`src/rtl/dbpwm_pkg.sv`:
```
package dbpwm_pkg;

    typedef enum logic [1:0] {
        CNT_UP   = 2'd0,
        CNT_DOWN = 2'd1,
        CNT_DUAL = 2'd2
    } cnt_mode_e;

    localparam int ADDR_SET  = 0;
    localparam int ADDR_CLR  = 1;
    localparam int LOCK_BIT  = 1;
    localparam int CMD_LSB   = 5;
    localparam logic [2:0] CMD_FORCE = 3'd3;

    typedef struct packed {
        logic to_act;
        logic to_buf;
    } reg_hit_t;

    function automatic int act_addr(input int k);
        return 2 + 2 * k;
    endfunction

    function automatic int buf_addr(input int k);
        return 3 + 2 * k;
    endfunction

endpackage

```
`src/rtl/dbpwm_shadow_reg.sv`:
```
module dbpwm_shadow_reg #(
    parameter int W = 8,
    parameter int SYNC_DLY = 2,
    parameter logic [W-1:0] RST_VAL = '0,
    localparam int BC_W = $clog2(SYNC_DLY + 1)
) (
    input  logic                clk,
    input  logic                rst,
    input  dbpwm_pkg::reg_hit_t hit,
    input  logic [W-1:0]        wr_data,
    input  logic                upd_ok,
    output logic [W-1:0]        act_o,
    output logic                valid_o,
    output logic                busy_o,
    output logic                reject_o
);
    logic [W-1:0]    buf_q, stage_q;
    logic            stage_pend;
    logic [BC_W-1:0] bcnt;

    assign busy_o   = (bcnt != '0);
    assign reject_o = (hit.to_act || hit.to_buf) && valid_o && busy_o;

    always_ff @(posedge clk) begin
        if (rst) begin
            act_o      <= RST_VAL;
            buf_q      <= '0;
            stage_q    <= '0;
            stage_pend <= 1'b0;
            valid_o    <= 1'b0;
            bcnt       <= '0;
        end else begin
            // sync window countdown; a staged direct write lands at its end
            if (busy_o) begin
                bcnt <= bcnt - 1'b1;
                if (bcnt == BC_W'(1) && stage_pend) begin
                    act_o      <= stage_q;
                    stage_pend <= 1'b0;
                end
            end
            // buffer transfer overrides a landing direct write
            if (upd_ok && valid_o) begin
                act_o   <= buf_q;
                valid_o <= 1'b0;
            end
            if ((hit.to_act || hit.to_buf) && !reject_o) begin
                if (hit.to_buf) begin
                    buf_q   <= wr_data;
                    valid_o <= 1'b1;
                end else begin
                    stage_q    <= wr_data;
                    stage_pend <= 1'b1;
                end
                bcnt <= BC_W'(SYNC_DLY);
            end
        end
    end
endmodule

```
`src/rtl/dbpwm_counter.sv`:
```
module dbpwm_counter
    import dbpwm_pkg::*;
#(
    parameter int W = 8
) (
    input  logic         clk,
    input  logic         rst,
    input  cnt_mode_e    mode,
    input  logic [W-1:0] top,
    output logic [W-1:0] cnt_o,
    output logic         upd_o
);
    logic going_up;

    always_comb begin
        unique case (mode)
            CNT_DOWN: upd_o = (cnt_o == '0);
            CNT_DUAL: upd_o = !going_up && (cnt_o == '0);
            default:  upd_o = (cnt_o == top);
        endcase
    end

    always_ff @(posedge clk) begin
        if (rst) begin
            cnt_o    <= '0;
            going_up <= 1'b1;
        end else begin
            unique case (mode)
                CNT_DOWN: cnt_o <= (cnt_o == '0) ? top : cnt_o - 1'b1;
                CNT_DUAL: begin
                    if (going_up) begin
                        if (cnt_o == top) begin
                            going_up <= 1'b0;
                            cnt_o    <= cnt_o - 1'b1;
                        end else begin
                            cnt_o <= cnt_o + 1'b1;
                        end
                    end else if (cnt_o == '0) begin
                        going_up <= 1'b1;
                        cnt_o    <= cnt_o + 1'b1;
                    end else begin
                        cnt_o <= cnt_o - 1'b1;
                    end
                end
                default: cnt_o <= (cnt_o == top) ? '0 : cnt_o + 1'b1;
            endcase
        end
    end
endmodule

```
`src/rtl/dbpwm_timer.sv`:
```
module dbpwm_timer
    import dbpwm_pkg::*;
#(
    parameter int CNT_W    = 8,
    parameter int NUM_CH   = 2,
    parameter int SYNC_DLY = 2,
    parameter int ADDR_W   = 4,
    localparam int NREG    = NUM_CH + 2
) (
    input  logic              clk,
    input  logic              rst,
    input  logic [1:0]        mode_i,
    input  logic              wr_en_i,
    input  logic [ADDR_W-1:0] wr_addr_i,
    input  logic [CNT_W-1:0]  wr_data_i,
    output logic [CNT_W-1:0]  count_o,
    output logic [NUM_CH-1:0] pwm_o,
    output logic [NREG-1:0]   buf_valid_o,
    output logic [NREG-1:0]   sync_busy_o,
    output logic              lock_upd_o,
    output logic              access_err_o
);
    localparam int IDX_PER  = 0;
    localparam int IDX_PATT = 1;
    localparam int IDX_CC0  = 2;

    logic [CNT_W-1:0] act_val [NREG];
    logic [NREG-1:0]  reject;
    logic             upd_evt, force_cmd, upd_ok, hit_set, hit_clr;

    assign hit_set   = wr_en_i && (int'(wr_addr_i) == ADDR_SET);
    assign hit_clr   = wr_en_i && (int'(wr_addr_i) == ADDR_CLR);
    assign force_cmd = hit_set && (wr_data_i[CMD_LSB +: 3] == CMD_FORCE);
    assign upd_ok    = (upd_evt && !lock_upd_o) || force_cmd;

    for (genvar k = 0; k < NREG; k++) begin : g_reg
        reg_hit_t hit;
        assign hit.to_act = wr_en_i && (int'(wr_addr_i) == act_addr(k));
        assign hit.to_buf = wr_en_i && (int'(wr_addr_i) == buf_addr(k));
        dbpwm_shadow_reg #(
            .W       (CNT_W),
            .SYNC_DLY(SYNC_DLY),
            .RST_VAL ((k == IDX_PER) ? {CNT_W{1'b1}} : {CNT_W{1'b0}})
        ) u_reg (
            .clk     (clk),
            .rst     (rst),
            .hit     (hit),
            .wr_data (wr_data_i),
            .upd_ok  (upd_ok),
            .act_o   (act_val[k]),
            .valid_o (buf_valid_o[k]),
            .busy_o  (sync_busy_o[k]),
            .reject_o(reject[k])
        );
    end

    dbpwm_counter #(.W(CNT_W)) u_cnt (
        .clk  (clk),
        .rst  (rst),
        .mode (cnt_mode_e'(mode_i)),
        .top  (act_val[IDX_PER]),
        .cnt_o(count_o),
        .upd_o(upd_evt)
    );

    always_ff @(posedge clk) begin
        if (rst) begin
            lock_upd_o   <= 1'b0;
            access_err_o <= 1'b0;
        end else begin
            access_err_o <= |reject;
            if (hit_set && wr_data_i[LOCK_BIT])      lock_upd_o <= 1'b1;
            else if (hit_clr && wr_data_i[LOCK_BIT]) lock_upd_o <= 1'b0;
        end
    end

    for (genvar ch = 0; ch < NUM_CH; ch++) begin : g_pwm
        assign pwm_o[ch] = act_val[IDX_PATT][ch] ? act_val[IDX_PATT][NUM_CH + ch]
                                                 : (count_o < act_val[IDX_CC0 + ch]);
    end
endmodule

```
`config.mk`:
```
export PLATFORM = sky130hd
export DESIGN_NAME = dbpwm_timer
export DESIGN_NICKNAME = d
export VERILOG_FILES = /design/src/rtl/dbpwm_pkg.sv /design/src/rtl/dbpwm_shadow_reg.sv /design/src/rtl/dbpwm_counter.sv /design/src/rtl/dbpwm_timer.sv
export SDC_FILE = /design/constraint.sdc
export NUM_CORES = 1
export LEC_CHECK = 0
export BUFFER_PORTS_ARGS = -buffer_cell sky130_fd_sc_hd__clkbuf_2
export CAP_MARGIN = 30
export CELL_PAD_IN_SITES_DETAIL_PLACEMENT = 1
export CELL_PAD_IN_SITES_GLOBAL_PLACEMENT = 1
export CORE_UTILIZATION = 40
export CTS_BUF_LIST = sky130_fd_sc_hd__clkbuf_16
export CTS_CLUSTER_DIAMETER = 100
export DETAILED_ROUTE_END_ITERATION = 10
export PLACE_DENSITY = 0.72
export REMOVE_ABC_BUFFERS = 1
export SLEW_MARGIN = 30
export SYNTH_ARGS = -nofsm -noshare
export SYNTH_HDL_FRONTEND = slang
export SYNTH_SLANG_ARGS = --single-unit
```
`constraint.sdc`:
```
create_clock -name clk -period 3.65 [get_ports clk]
set_clock_uncertainty 0.15 [all_clocks]
set_input_delay 0.1825 -clock clk [delete_from_list [all_inputs] [get_ports clk]]
set_output_delay 0.1825 -clock clk [all_outputs]
set_load 0.02 [all_outputs]
```
==> PnR_summary.wiki <==
{| class="wikitable"
! Metric !! Value
|-
| Fraction of synthesized cell area taken by the top area cell type || 0.4104
|-
| Cells taking the most area after synthesis || sky130_fd_sc_hd__dfxtp_1 (41%), sky130_fd_sc_hd__mux2i_1 (12%), sky130_fd_sc_hd__nor2_1 (6.2%)
|-
| Num Clock Sinks || 111
|-
| Fillers || 1571
|-
| GRT Resource Usage Total || 0.2174
|-
| Buffers inserted by post-CTS timing repair || 0
|-
| Max-Slew Margin vs Limit || 0.4523
|-
| Wire length after detailed routing || 14390 um
|-
| Count of state elements after synthesis || 111
|-
| Final Max Tran Viols || 0
|-
| Cell type with the highest aggregate area in the netlist || sky130_fd_sc_hd__dfxtp_1
|-
| Cell count after synthesis || 596
|-
| RSZ-0062 raised after global routing || false
|-
| Mean number of vias per cell || 5.471
|-
| TritonCTS clock tree || yes
|-
| Synth Warn # || 0
|-
| Power share of the sequential group || 0.462
|-
| Setup TNS || 0 ns
|-
| CP max FO || 8
|-
| Finish-stage setup viols || 0
|-
| Fin crit period || 2.816 ns
|-
| Pleak || 2.477 nW
|-
| Total standard cell area after synthesis || 5414 um^2
|-
| Most common cell in the netlist || sky130_fd_sc_hd__dfxtp_1
|-
| Vias in the first global route || 4295
|-
| Final worst-path setup slack || 0.8337 ns
|-
| Vias after detailed routing || 4273
|-
| Sequential element share of the synthesized area || 0.4104
|-
| Placeable core area || 13240 um^2
|-
| Area growth syn-to-layout || 8.805%
|-
| Max rail drop VDD || 0.0001817 V
|-
| Pwr dens || 485.2 nW/um^2
|-
| RD Place Congestion || 0.8642
|-
| Placement Rows || 42
|-
| Startpoint class of the critical path || flop
|-
| Bufs on Longest Clock Path || 2
|-
| HPWL after DPL || 9998 um
|-
| Share of synthesized registers carrying an async set or reset || 0
|-
| Arrival time reported for the critical path endpoint || 2.48 ns
|-
| Synthesized area divided by synthesized cell count || 9.084 um^2
|-
| Count of input and output buffers || 36
|-
| Final hold viol count || 0
|-
| Fraction of power spent switching nets || 0.3038
|-
| Gates resized, CTS repair || 0
|-
| Portion of the clock cycle consumed by the worst path in the final layout || 0.7716
|-
| Clock transition time at the flip-flop clock pins of the worst setup and hold paths || 0.07 ns
|-
| Number of top-level pins || 37
|-
| Number of enable-type register cells in the synthesized netlist || 0
|-
| WL per Instance || 18.42 um
|-
| Final layout net count || 636
|-
| Number of CTS-inserted buffers || 9
|-
| Drt first-iter violations || 159
|-
| Top cells by count, synth || sky130_fd_sc_hd__dfxtp_1 (111), sky130_fd_sc_hd__nor2_1 (90), sky130_fd_sc_hd__mux2i_1 (64), sky130_fd_sc_hd__nand2_1 (36), sky130_fd_sc_hd__a21oi_1 (30)
|-
| Leading register cell type out of synthesis || sky130_fd_sc_hd__dfxtp_1
|-
| Internal power summed over all cells || 1.990 mW
|-
| Pin count of the biggest net entering global routing || 69
|-
| F_max || 355.1 MHz
|-
| Number of antenna-violating nets in the routed design || 0
|-
| Deepest level of the CTS H-tree || 3
|-
| Share of total power in the clock network || 0.346
|-
| Net switching power || 868.4 uW
|-
| Post-synth cell types || 51
|-
| Kind of critical path || flop to primary output
|-
| Share of total power in combinational logic || 0.193
|-
| Source-to-sink clock delay at the later pin of the worst-skew pair || 0.36 ns
|-
| Share of layout cells above drive strength 1 || 0.1355
|-
| Finished Core Util || 0.4448
|-
| Crit path required time || 3.32 ns
|-
| Status || finished, final reports clean
|-
| Post-route DRC || 0
|-
| Antenna Diode Count || 0
|-
| DRT Pass-1 Iters || 4
|-
| Global-route wire length before repair || 23250 um
|-
| Area enclosed by the die boundary || 14000 um^2
|-
| Classification of the worst-slack hold path || input port to flop
|-
| Library cell used as clock root buffer || sky130_fd_sc_hd__clkbuf_16
|-
| Starting utilization of the core area || 0.4088
|-
| Worst slack, placed || 0.9744 ns
|-
| Initial antenna violation count || 0
|-
| Width of the chip || 118.3 um
|-
| Die Height || 118.3 um
|-
| Number of violations of the max-capacitance limit || 0
|-
| Total global routing overflow || 0
|-
| Category of the worst setup path capture point || primary output
|-
| Transition time at the pin with the least slew margin || 0.8148 ns
|}
## per-layer routing
| layer | share of wire | routed length [um] | GRT usage | vias up |
|---|---|---|---|---|
| met4 | 0.019 | 276 | 0.09455 | 0 |
| met5 | 0 | 0 | 0 | - |
| met2 | 0.49 | 6997 | 0.3669 | 46 |
| met3 | 0.018 | 260 | 0.02992 | 15 |
| met1 | 0.48 | 6853 | 0.2760 | 2125 |
| li1 | - | - | - | 2087 |
## cell usage in the layout, fill, tap and decap left out, drive strengths merged, types with 19 or more instances in the layout
master,count
nor2,90
ha,19
a211oi,29
dfxtp,111
a21oi,30
mux2i,64
clkbuf,44
inv,27
nand2,36
nand3,20
## critical path, cell delays in order (launching register included)
cell and delay, ns:
sky130_fd_sc_hd__dfxtp_1 0.62, sky130_fd_sc_hd__ha_1 0.33, sky130_fd_sc_hd__a21o_1 0.16, sky130_fd_sc_hd__a2111oi_0 0.39, sky130_fd_sc_hd__o21ai_0 0.15, sky130_fd_sc_hd__o311ai_0 0.19
sky130_fd_sc_hd__clkbuf_2 0.27
## power groups by stage
| stage | registers, mW | logic (mW) | clock network, mW |
|---|---|---|---|
| after global placement | 1.35 | 0.536 | 0 |
| after floorplan | 1.34 | 0.353 | 0 |
| final | 1.32 | 0.551 | 0.988 |
| after global routing | 1.33 | 0.609 | 1.06 |
| after CTS | 1.32 | 0.553 | 1.01 |
| after detailed placement | 1.35 | 0.547 | 0 |
## what timing repair did
| item | in CTS | in global routing |
|---|---|---|
| endpoints found under the setup margin | 0 | 0 |
| endpoints found under the hold margin | 1 | 0 |
| hold buffers | 1 | 0 |
## final timing paths
check / start / end / slack (ns) / cells past startpoint
setup / recovery: u_cnt.cnt_o[5] / pwm_o[1] / 0.83 / 6
setup reg to reg: u_cnt.cnt_o[5] / g_reg[0].u_reg.act_o[3] / 0.89 / 6
hold / removal: wr_data_i[7] / g_reg[2].u_reg.buf_q[7] / 0.06 / 3
hold reg to reg: g_reg[2].u_reg.buf_q[6] / g_reg[2].u_reg.buf_q[6] / 0.31 / 2
## cells by family (layout without fill, tap and decap cells)
group | after synthesis | count (layout) | synth area share
mux | 72 | 72 | 0.1350
flops | 111 | 111 | 0.4104
xor+xnor | 18 | 18 | 0.02912
fa+ha+maj | 19 | 19 | 0.04391
buf+inv | 73 | 82 | 0.06401
compound gates | 109 | 109 | 0.1461
simple gates | 194 | 194 | 0.1715
## final cells by class
type                    instances  area [um^2]  area share
multi-input cells             412         2848      0.4834
well taps                     176        220.2     0.03738
clock inverters                 7        62.56     0.01062
repair buffers                 40        215.2     0.03653
clock buffers                   9        225.2     0.03823
inverters                      26        97.59     0.01657
flip-flops and latches        111         2222      0.3772
## stage by stage
step	hold slack [ns]	power (mW)	cells	instance area (um^2)
finish	0.06214	2.858	781	5891
global route	0.06833	2.994	781	5891
CTS	0.05586	2.878	781	5891
detailed placement	0.2972	1.895	764	5593
global placement	0.2938	1.881	764	5590
floorplan	0.09715	1.696	549	5165
## sequential cells by signal (all words and copies together) (netlist names)
name	flops
g.u_reg.stage_q	28
u_cnt.going_up	1
g.u_reg.valid_o	4
g.u_reg.bcnt	8
access_err_o	1
u_cnt.cnt_o	8
g.u_reg.stage_pend	4
lock_upd_o	1
g.u_reg.act_o	28
g.u_reg.buf_q	28
Power figures use the tool's default switching activity.
